## src/rtl/flr_pkg.sv

```systemverilog
package flr_pkg;

  // Which half of a 24-bit entry a table write carries
  typedef enum logic {
    HALF_LO = 1'b0,
    HALF_HI = 1'b1
  } half_e;

endpackage

```

## src/rtl/flr_addr_split.sv

```systemverilog
// Splits a word address (byte bit already removed) into entry, row and panel.
module flr_addr_split #(
  parameter int unsigned ADDR_W = 24,
  parameter int unsigned IDX_W  = 5,
  parameter int unsigned RIP_W  = 7,
  localparam int unsigned ROW_W = ADDR_W - 1 - IDX_W
) (
  input  logic [ADDR_W-1:1] word_addr,
  output logic [IDX_W-1:0]  idx,
  output logic [ROW_W-1:0]  row_id
);

  assign idx    = word_addr[IDX_W:1];
  assign row_id = word_addr[ADDR_W-1:IDX_W+1];

endmodule

```

## src/rtl/flr_latch_bank.sv

```systemverilog
// Per-entry storage with separate low and high half write enables.
module flr_latch_bank #(
  parameter int unsigned ENTRIES = 32,
  parameter int unsigned WORD_W  = 24,
  parameter int unsigned LO_W    = 16,
  localparam int unsigned HI_W   = WORD_W - LO_W
) (
  input  logic                      clk,
  input  logic                      rst_ni,
  input  logic [ENTRIES-1:0]        lo_we,
  input  logic [ENTRIES-1:0]        hi_we,
  input  logic [LO_W-1:0]           din,
  output logic [ENTRIES*WORD_W-1:0] row_data
);

  for (genvar e = 0; e < ENTRIES; e++) begin : g_ent
    logic [WORD_W-1:0] ent_q;
    always_ff @(posedge clk or negedge rst_ni) begin
      if (!rst_ni) begin
        ent_q <= '0;
      end else begin
        if (lo_we[e]) ent_q[LO_W-1:0]      <= din;
        if (hi_we[e]) ent_q[WORD_W-1:LO_W] <= din[HI_W-1:0];
      end
    end
    assign row_data[e*WORD_W +: WORD_W] = ent_q;
  end

  // at most one half of one entry is written per cycle
  a_r2_single_target: assert property (@(posedge clk) disable iff (!rst_ni)
    $onehot0({lo_we, hi_we}));

endmodule

```

## src/rtl/flr_load_ctrl.sv

```systemverilog
// Load sequencing, alignment/order/panel checks and commit decision.
module flr_load_ctrl
  import flr_pkg::*;
#(
  parameter int unsigned IDX_W   = 5,
  parameter int unsigned RIP_W   = 7,
  parameter int unsigned ROW_W   = 18,
  localparam int unsigned ENTRIES = 1 << IDX_W
) (
  input  logic               clk,
  input  logic               rst_ni,
  input  logic               wr_en,
  input  logic               wr_half,
  input  logic               commit,
  input  logic [IDX_W-1:0]   idx,
  input  logic [ROW_W-1:0]   row_id,
  output logic [ENTRIES-1:0] lo_we,
  output logic [ENTRIES-1:0] hi_we,
  output logic               full,
  output logic               err_order,
  output logic               err_panel,
  output logic               commit_valid,
  output logic [ROW_W-1:0]   base_row
);

  logic             active_q, active_d;
  logic [IDX_W-1:0] exp_q, exp_d;
  logic             lo_q, lo_d, hi_q, hi_d;
  logic             full_q, full_d;
  logic             eo_q, eo_d, ep_q, ep_d;
  logic             cv_q, cv_d;
  logic [ROW_W-1:0] base_q, base_d;
  logic             accept, lo_now, hi_now;
  half_e            half;

  assign half = half_e'(wr_half);

  always_comb begin
    active_d = active_q;
    exp_d    = exp_q;
    lo_d     = lo_q;
    hi_d     = hi_q;
    full_d   = full_q;
    eo_d     = eo_q;
    ep_d     = ep_q;
    base_d   = base_q;
    cv_d     = 1'b0;
    lo_we    = '0;
    hi_we    = '0;
    accept   = 1'b0;
    lo_now   = 1'b0;
    hi_now   = 1'b0;
    if (commit) begin
      cv_d     = full_q && !eo_q && !ep_q;
      active_d = 1'b0;
      exp_d    = '0;
      lo_d     = 1'b0;
      hi_d     = 1'b0;
      full_d   = 1'b0;
      eo_d     = 1'b0;
      ep_d     = 1'b0;
    end else if (wr_en) begin
      if (!active_q) begin
        if (idx == '0) begin
          accept   = 1'b1;
          active_d = 1'b1;
          base_d   = row_id;
        end else begin
          eo_d = 1'b1;
        end
      end else if (full_q) begin
        eo_d = 1'b1;
      end else if (row_id[ROW_W-1:RIP_W] != base_q[ROW_W-1:RIP_W]) begin
        ep_d = 1'b1;
      end else if (row_id != base_q || idx != exp_q) begin
        eo_d = 1'b1;
      end else begin
        accept = 1'b1;
      end
      if (accept) begin
        lo_we[idx] = (half == HALF_LO);
        hi_we[idx] = (half == HALF_HI);
        lo_now     = lo_q || (half == HALF_LO);
        hi_now     = hi_q || (half == HALF_HI);
        if (lo_now && hi_now) begin
          lo_d = 1'b0;
          hi_d = 1'b0;
          if (exp_q == IDX_W'(ENTRIES - 1)) full_d = 1'b1;
          else                              exp_d  = exp_q + 1'b1;
        end else begin
          lo_d = lo_now;
          hi_d = hi_now;
        end
      end
    end
  end

  always_ff @(posedge clk or negedge rst_ni) begin
    if (!rst_ni) begin
      active_q <= 1'b0;
      exp_q    <= '0;
      lo_q     <= 1'b0;
      hi_q     <= 1'b0;
      full_q   <= 1'b0;
      eo_q     <= 1'b0;
      ep_q     <= 1'b0;
      cv_q     <= 1'b0;
      base_q   <= '0;
    end else begin
      active_q <= active_d;
      exp_q    <= exp_d;
      lo_q     <= lo_d;
      hi_q     <= hi_d;
      full_q   <= full_d;
      eo_q     <= eo_d;
      ep_q     <= ep_d;
      cv_q     <= cv_d;
      base_q   <= base_d;
    end
  end

  assign full         = full_q;
  assign err_order    = eo_q;
  assign err_panel    = ep_q;
  assign commit_valid = cv_q;
  assign base_row     = base_q;

  // expected entry only ever steps up by one, except on commit
  a_r4_idx_step: assert property (@(posedge clk) disable iff (!rst_ni)
    (!commit && exp_d != exp_q) |-> (exp_d == IDX_W'(exp_q + 1'b1)));
  // error flags are sticky until commit
  a_r9_order_sticky: assert property (@(posedge clk) disable iff (!rst_ni)
    (err_order && !commit) |=> err_order);
  a_r9_panel_sticky: assert property (@(posedge clk) disable iff (!rst_ni)
    (err_panel && !commit) |=> err_panel);
  // commit clears the load state
  a_r9_commit_clears: assert property (@(posedge clk) disable iff (!rst_ni)
    commit |=> (!full && !err_order && !err_panel));
  // a full row stays full until commit
  a_r7_full_holds: assert property (@(posedge clk) disable iff (!rst_ni)
    (full && !commit) |=> full);
  // a presented row was full and error free
  a_r8_valid_needs_full: assert property (@(posedge clk) disable iff (!rst_ni)
    commit_valid |-> ($past(full) && !$past(err_order) && !$past(err_panel)));

endmodule

```

## src/rtl/flash_row_latch.sv

```systemverilog
module flash_row_latch #(
  parameter int unsigned ADDR_W = 24,
  parameter int unsigned IDX_W  = 5,
  parameter int unsigned RIP_W  = 7,
  parameter int unsigned WORD_W = 24,
  parameter int unsigned LO_W   = 16,
  localparam int unsigned ENTRIES = 1 << IDX_W,
  localparam int unsigned ROW_W   = ADDR_W - 1 - IDX_W,
  localparam int unsigned PANEL_W = ROW_W - RIP_W,
  localparam int unsigned UP_W    = ADDR_W - LO_W
) (
  input  logic                      clk,
  input  logic                      rst_n,
  input  logic                      wr_en,
  input  logic                      wr_half,
  input  logic [ADDR_W-1:0]         wr_addr,
  input  logic [LO_W-1:0]           wr_data,
  input  logic                      commit,
  output logic [LO_W-1:0]           addr_lo,
  output logic [UP_W-1:0]           addr_hi,
  output logic                      row_full,
  output logic                      err_order,
  output logic                      err_panel,
  output logic                      commit_valid,
  output logic [RIP_W-1:0]          commit_row,
  output logic [PANEL_W-1:0]        commit_panel,
  output logic [ENTRIES*WORD_W-1:0] row_data
);

  // Reset: asserted asynchronously, released through two flops
  logic [1:0] rst_sync_q;
  logic       rst_q;
  always_ff @(posedge clk or negedge rst_n) begin
    if (!rst_n) rst_sync_q <= 2'b00;
    else        rst_sync_q <= {rst_sync_q[0], 1'b1};
  end
  assign rst_q = rst_sync_q[1];

  // Captured effective address of the last table write
  logic [ADDR_W-1:0] cap_q, cap_d;
  always_comb begin
    cap_d = cap_q;
    if (wr_en) cap_d = wr_addr;
  end
  always_ff @(posedge clk or negedge rst_q) begin
    if (!rst_q) cap_q <= '0;
    else        cap_q <= cap_d;
  end
  assign addr_lo = cap_q[LO_W-1:0];
  assign addr_hi = cap_q[ADDR_W-1:LO_W];

  logic [IDX_W-1:0]   idx;
  logic [ROW_W-1:0]   row_id, base_row;
  logic [ENTRIES-1:0] lo_we, hi_we;

  flr_addr_split #(.ADDR_W(ADDR_W), .IDX_W(IDX_W), .RIP_W(RIP_W)) u_split (
    .word_addr (wr_addr[ADDR_W-1:1]),
    .idx       (idx),
    .row_id    (row_id)
  );

  flr_load_ctrl #(.IDX_W(IDX_W), .RIP_W(RIP_W), .ROW_W(ROW_W)) u_ctrl (
    .clk          (clk),
    .rst_ni       (rst_q),
    .wr_en        (wr_en),
    .wr_half      (wr_half),
    .commit       (commit),
    .idx          (idx),
    .row_id       (row_id),
    .lo_we        (lo_we),
    .hi_we        (hi_we),
    .full         (row_full),
    .err_order    (err_order),
    .err_panel    (err_panel),
    .commit_valid (commit_valid),
    .base_row     (base_row)
  );

  flr_latch_bank #(.ENTRIES(ENTRIES), .WORD_W(WORD_W), .LO_W(LO_W)) u_bank (
    .clk      (clk),
    .rst_ni   (rst_q),
    .lo_we    (lo_we),
    .hi_we    (hi_we),
    .din      (wr_data),
    .row_data (row_data)
  );

  assign commit_row   = base_row[RIP_W-1:0];
  assign commit_panel = base_row[ROW_W-1:RIP_W];

  // address capture follows every write
  a_r3_capture: assert property (@(posedge clk) disable iff (!rst_q)
    wr_en |=> ({addr_hi, addr_lo} == $past(wr_addr)));
  // without a write, the captured address holds
  a_r3_capture_hold: assert property (@(posedge clk) disable iff (!rst_q)
    !wr_en |=> $stable({addr_hi, addr_lo}));

endmodule

```

## config.mk

```make
export PLATFORM = sky130hd
export DESIGN_NAME = flash_row_latch
export DESIGN_NICKNAME = d
export VERILOG_FILES = /design/src/rtl/flr_pkg.sv /design/src/rtl/flr_addr_split.sv /design/src/rtl/flr_latch_bank.sv /design/src/rtl/flr_load_ctrl.sv /design/src/rtl/flash_row_latch.sv
export SDC_FILE = /design/constraint.sdc
export NUM_CORES = 1
export LEC_CHECK = 0
export CORE_AREA = 4 4 333 335
export DETAILED_ROUTE_END_ITERATION = 8
export DIE_AREA = 0 0 337 339
export DONT_BUFFER_PORTS = 1
export GPL_ROUTABILITY_DRIVEN = 0
export PLACE_DENSITY = 0.42
export REMOVE_ABC_BUFFERS = 1
export SLEW_MARGIN = 20
export SYNTH_ARGS = -nofsm -noshare
export SYNTH_HDL_FRONTEND = slang
export SYNTH_SLANG_ARGS = --single-unit
```

## constraint.sdc

```tcl
create_clock -name clk -period 31 [get_ports clk]
set_input_delay 6.2 -clock clk [delete_from_list [all_inputs] [get_ports clk]]
set_output_delay 6.2 -clock clk [all_outputs]
set_load 0.01 [all_outputs]
```

==> impl_metrics.csv, run 1 <==
group,metric,value,unit
floorplan,io_pins,859,
global_route,grt_util_met2,0.328,
timing,max_clock_freq,0.115,GHz
routing,drt-initial-drc-count,823,
final_layout,synthToLayoutAreaGrowth,14.5,%
critical_path,slowest_stage,"or3_1",
floorplan,die_h,339,um
final_layout,design_area,36500,um^2
power,ir_drop,35.7,uV
routing,num_vias,16973,
global_route,grt_max_degree,173,
cts,cts_setup_buffers,0,
yosys,yosysTopAreaCell,"dfrtp_1",
yosys,syn_area,31900,um^2
timing,drv_slew,0,
yosys,synth_top_area_share,0.647,
timing,clock_skew,0.0296,ns
routing,wl_per_cell,32.1,um
global_route,grt_usage,0.187,
cts,h-tree-depth,3,
global_route,grt_pass1_vias,18213,
yosys,netlist_instances,1962,
global_route,antenna_found_initial,2,
critical_path,cp_cell_sequence,"xor2_1 -> nor4_1 -> nand3_1 -> o21a_4 -> or3_1 -> mux2_2",
cts,cts_buffers,94,
place,portBuffers,0,
cts,cts.repair.resized,0,
final_layout,drive_gt1_frac,0.523,
timing,final.period_utilization,0.280,
floorplan,std_cell_rows,121,
final_layout,num-nets-final,1983,
cts,clk_latency,0.66,ns
critical_path,setup.worst_path.class,"primary input to flip-flop",
routing,drt-pass1-iter-count,5,
flow_run,drv_cap,0,
floorplan,die_w,337,um
power,totalPowerFinal,0.00231,W
power,p_leak,18.5,nW
timing,slew_headroom,0.324,
global_route,grt_pass1_wl,152,mm
power,switchingPower,0.000506,W
timing,rsz0062_at_grt,"no",
yosys,ys_types,41,
outcome,outcome,"completed",
floorplan,coreArea,108000,um^2
critical_path,cpPeakStageDelay,0.89,ns
critical_path,worst-endpoint-arrival,9.20,ns
floorplan,start_util,0.295,
worst_hold_path,hold_class,"flip-flop to flip-flop",
timing,final-setup-viol-count,0,
cts,root_buffer,"clkbuf_16",
routing,ant_nets,0,
global_route,met1_usage,0.200,
cts,cts_hold_buffers,0,
routing,totalWireLength,110,mm
cts,clkSlewWorstSetupHoldPaths,0.06,ns
global_route,grt-ovfl-total,0,
yosys,synth_most_common_cell,"dfrtp_1",
final_layout,diodes,0,
power,clockPowerShare,0.505,
routing,via_per_inst,4.96,
yosys,ys_seq_area_frac,0.647,
yosys,async_reset_ff_frac,1.00,
final_layout,layout.area.seq,20600,um^2
final_layout,multi_input_area,10600,um^2
yosys,ys_ff_latch,824,
power,cellPowerDensity,63.4,nW/um^2
power,swShare,0.219,
cts,clock-sinks,824,
critical_path,critPathCaptureType,"flip-flop",
yosys,yosys-top-cells-area,"dfrtp_1, mux2_2, nor3_4, clkbuf_1, nand3_2",
power,seqPwrFrac,0.477,
critical_path,cp_max_fo,40,
critical_path,ff2ff_setup_slack,25.99,ns
cts,clk_path_buf_depth,3,
timing,fin_tns_setup,0,ns
yosys,synth_edf_count,0,
critical_path,required,31.54,ns
final_layout,utilization,0.338,
cts,cts_tree,"yes",
timing,hold_viol,0,
yosys,ys.flop_type,"dfrtp_1",
yosys,yosysWarnings,0,
floorplan,die_area,114000,um^2
critical_path,startpoint_type,"primary input",
yosys,netlist_top_cells_count,"dfrtp_1, mux2_2, clkbuf_1",
timing,fin_crit,8.67,ns
place,dp_hpwl,73.0,mm
timing,worst_slew_pin_slew,1.01,ns
power,p_int,0.00181,W
global_route,globalRouteMet3Util,0.0740,
power,pwr-share-comb,0.018,
final_layout,nFillCells,10454,
routing,drc_errors,0,
yosys,synth.avg_cell_area,16.2,um^2
global_route,grt.busiest_layer,"met2",
place,placed_area,33200,um^2
path summary, 6_finish.rpt:
path,startpoint,endpoint,cells past startpoint
max in group asynchronous,rst_n,rst_sync_q[1]$_DFF_PN0_,0
min in group asynchronous,rst_sync_q[1]$_DFF_PN0_,u_bank.g_ent[2].ent_q[4]$_DFFE_PN0P_,0
worst max register to register,rst_sync_q[1]$_DFF_PN0_,u_bank.g_ent[24].ent_q[2]$_DFFE_PN0P_,5
worst max-delay path,wr_addr[16],u_bank.g_ent[3].ent_q[5]$_DFFE_PN0P_,6
worst min-delay path,rst_sync_q[0]$_DFF_PN0_,rst_sync_q[1]$_DFF_PN0_,0
worst min register to register,rst_sync_q[0]$_DFF_PN0_,rst_sync_q[1]$_DFF_PN0_,0
critical path, delay by kind of cell:
family          cells  cell delay (ns)
compound gates      1             0.62
xor+xnor            1             0.14
mux                 1             0.44
simple gates        3             1.73
placed cells by master, fill, tap and decap left out, types with 10 or more instances in the layout:
master	Yosys	routed
dfrtp_1	824	823
mux2_2	811	811
clkbuf_16	0	97
nand3_2	26	26
nor3_4	24	25
clkbuf_8	0	22
clkinv_2	0	20
nand2_1	17	17
buf_4	9	17
nor2_1	16	15
xnor2_1	12	12
xor2_1	11	11
clkbuf_1	92	11
bufinv_16	0	10
layer usage:
metal	up-vias	routed length, um
li1	6883	-
met1	9225	38200
met2	676	56100
met3	189	10800
met4	0	4710
met5	-	0
power groups by stage:
stage	Sequential, W	Clock, W	Combinational [W]
CTS	0.00110	0.00121	0.0000446
finish	0.00110	0.00117	0.0000423
detailed placement	0.00112	0	0.0000444
global route	0.00110	0.00125	0.0000488
global placement	0.00112	0	0.0000433
floorplan	0.00113	0	0.0000182
state kept, by name, summed over array words and instances, names as in the netlist:
signal               count
rst_sync_q               2
u_ctrl.hi_q              1
u_ctrl.active_q          1
u_ctrl.err_panel         1
cap_q                   24
u_ctrl.err_order         1
u_ctrl.lo_q              1
u_ctrl.base_row         18
u_bank.g_ent.ent_q     768
u_ctrl.commit_valid      1
u_ctrl.full              1
u_ctrl.exp_q             5
stage by stage:
stage	cells	hold WS (ns)	worst slack, ns
3_3_place_gp	3253	0.338	21.67
2_1_floorplan	1820	0.331	6.33
5_1_grt	3425	0.360	22.22
6_report	3425	0.355	22.34
3_5_place_dp	3253	0.339	21.60
4_1_cts	3424	0.358	22.33
logic make-up (layout without fill, tap and decap cells):
logic type / Yosys count / count (layout) / synth area share
simple gates: 136 / 136 / 0.0354
compound gates: 20 / 20 / 0.00400
xor+xnor: 23 / 23 / 0.00632
fa+ha+maj: 2 / 2 / 0.000785
mux: 811 / 811 / 0.287
buf+inv: 145 / 194 / 0.0199
flops: 824 / 824 / 0.647
other cells: 1 / 1 / 0.000118
final cells by class:
class / count / share of cell area
tap: 1414 / 0.0485
inverter: 3 / 0.000309
multi-input combinational: 993 / 0.292
clock buffer: 130 / 0.0759
clock inverter: 41 / 0.0138
timing repair buffer: 20 / 0.00477
sequential: 824 / 0.565
Note: power is estimated with default switching activity, not from simulation.
==> run 2, diff against run 1 <==
- clock period: 31 -> 8.33 ns (I/O delays scaled with it)
==> run 2 against run 1 <==
  * Sequential power grew to 3.7 times the previous value
  * Clock skew shrank 0.015 ns
  * Core utilization grew 0.12 points
  * Critical path type unchanged
  * Total power grew to 3.8 times the previous value
  * Register-to-register slack lost 21 ns
  * Largest cell class unchanged
  * Final cell count is essentially flat
  * Routed wire length shrank 1.1%
  * Clock-buffer cell count shrank 2
  * Final area grew 0.37%
==> impl_metrics.csv, run 2 (synthesized netlist as in run 1, its figures left out) <==
group,metric,value,unit
outcome,outcome,"completed",
final_layout,synthToLayoutAreaGrowth,14.9,%
place,placed_area,33200,um^2
cts,clk_latency,0.64,ns
routing,num_vias,16921,
power,cellPowerDensity,239,nW/um^2
power,switchingPower,0.00188,W
place,dp_slack,3.42,ns
routing,via_per_inst,4.94,
final_layout,finalNonFillerCells,3423,
timing,fin_crit,4.19,ns
cts,cts_tree,"yes",
timing,rsz0062_at_grt,"no",
floorplan,die_area,114000,um^2
global_route,antenna_found_initial,3,
power,ir_drop,157,uV
place,place_inst,3252,
final_layout,final_common_cell,"dfrtp_1",
timing,slew_headroom,0.301,
cts,clock-sinks,824,
timing,worst_slew_pin_slew,1.04,ns
floorplan,die_h,339,um
final_layout,design_area,36600,um^2
cts,cts.repair.resized,0,
global_route,grt_pass1_wl,152,mm
critical_path,cp_max_fo,40,
critical_path,setup.worst_path.class,"primary input to flip-flop",
routing,totalWireLength,109,mm
routing,drt-pass1-iter-count,4,
place,dp_hpwl,72.1,mm
routing,drc_errors,0,
power,seqPwrFrac,0.469,
global_route,grt-ovfl-total,0,
cts,clkSlewWorstSetupHoldPaths,0.06,ns
global_route,grt_max_degree,164,
worst_hold_path,hold_class,"flip-flop to asynchronous set/reset pin",
floorplan,io_pins,859,
place,portBuffers,0,
final_layout,num-nets-final,1981,
final_layout,drive_gt1_frac,0.522,
routing,drt-initial-drc-count,777,
critical_path,required,8.85,ns
floorplan,start_util,0.295,
timing,fin_tns_setup,0,ns
critical_path,startpoint_type,"primary input",
global_route,grt_usage,0.186,
routing,wl_per_cell,31.8,um
power,pwr-share-comb,0.018,
power,p_int,0.00688,W
timing,drv_slew,0,
floorplan,die_w,337,um
critical_path,ff2ff_path_depth,6,
routing,ant_nets,0,
cts,cts_setup_buffers,0,
cts,h-tree-depth,3,
cts,clk_path_buf_depth,3,
flow_run,drv_cap,0,
final_layout,top_register,"u_bank.g_ent.ent_q",
timing,setup_ws,4.14,ns
floorplan,std_cell_rows,121,
power,swShare,0.215,
critical_path,worst-endpoint-arrival,4.71,ns
final_layout,final_cell_mix,"dfrtp_1, mux2_2, clkbuf_16, nand3_2, nor3_4",
final_layout,largest_reg_flops,768,
timing,clock_skew,0.0146,ns
timing,max_clock_freq,0.239,GHz
power,p_leak,18.5,nW
cts,root_buffer,"clkbuf_16",
global_route,grt_pass1_vias,18269,
timing,final-setup-viol-count,0,
power,clockPowerShare,0.513,
critical_path,critPathCaptureType,"flip-flop",
timing,hold_viol,0,
cts,cts_hold_buffers,0,
cts,cts_buffers,94,
timing,final.period_utilization,0.503,
floorplan,coreArea,108000,um^2
run 2: cell types whose count changed in the layout (fill, tap and decap cells not counted), sizes merged:
cell / previous run / this run
clkinv: 24 / 13
bufinv: 10 / 16
clkinvlp: 4 / 8
buf: 20 / 18
clkbuf: 130 / 128
inv: 6 / 8
diode: 0 / 1
run 2: path summary, 6_finish.rpt:
path                                                  from                                     to  slack, ns
max in group asynchronous          rst_sync_q[1]$_DFF_PN0_   u_bank.g_ent[3].ent_q[6]$_DFFE_PN0P_       5.96
setup reg to reg           u_ctrl.base_row[14]$_DFFE_PN0P_  u_bank.g_ent[26].ent_q[9]$_DFFE_PN0P_       4.66
hold reg to reg                    rst_sync_q[1]$_DFF_PN0_   u_bank.g_ent[2].ent_q[5]$_DFFE_PN0P_       0.34
hold / removal                     rst_sync_q[1]$_DFF_PN0_   u_bank.g_ent[2].ent_q[5]$_DFFE_PN0P_       0.34
setup / recovery                               wr_addr[20]  u_bank.g_ent[26].ent_q[9]$_DFFE_PN0P_       4.14
min in group clk                   rst_sync_q[0]$_DFF_PN0_                rst_sync_q[1]$_DFF_PN0_       0.35
run 2: critical path, cell delays in order:
cell	delay (ns)
xor2_1	0.13
nor4_1	0.38
nand3_1	0.49
o21a_4	0.63
nor3_4	0.96
mux2_2	0.43
run 2: metal layers:
| metal | vias to the layer above | global-route usage | share of wire |
|---|---|---|---|
| met3 | 150 | 0.0678 | 0.093 |
| met5 | - | 0 | 0 |
| met2 | 614 | 0.331 | 0.52 |
| met1 | 9290 | 0.202 | 0.36 |
| li1 | 6867 | - | - |
| met4 | 0 | 0.0666 | 0.033 |
run 2: layout make-up:
type / instances / area (um^2)
fillers: 10466 / 71500
flip-flops and latches: 824 / 20600
multi-input cells: 993 / 10600
clock buffers: 128 / 2720
well taps: 1414 / 1770
clock inverters: 42 / 663
repair buffers: 18 / 193
inverters: 3 / 11.3
diodes: 1 / 2.50
run 2: power groups by stage:
stage               sequential [W]  clock, W  combinational, W
finish                     0.00411   0.00449          0.000160
global route               0.00411   0.00479          0.000184
CTS                        0.00411   0.00464          0.000168
detailed placement         0.00418         0          0.000168
global placement           0.00418         0          0.000164
floorplan                  0.00422         0         0.0000679
run 2: per-stage QoR:
stage                     total power [W]  hold slack, ns  utilization
after floorplan                   0.00429           0.331            -
final                             0.00876           0.343        0.339
after detailed placement          0.00435           0.340        0.307
after global routing              0.00908           0.373        0.339
after global placement            0.00434           0.341        0.307
after CTS                         0.00892           0.354        0.339
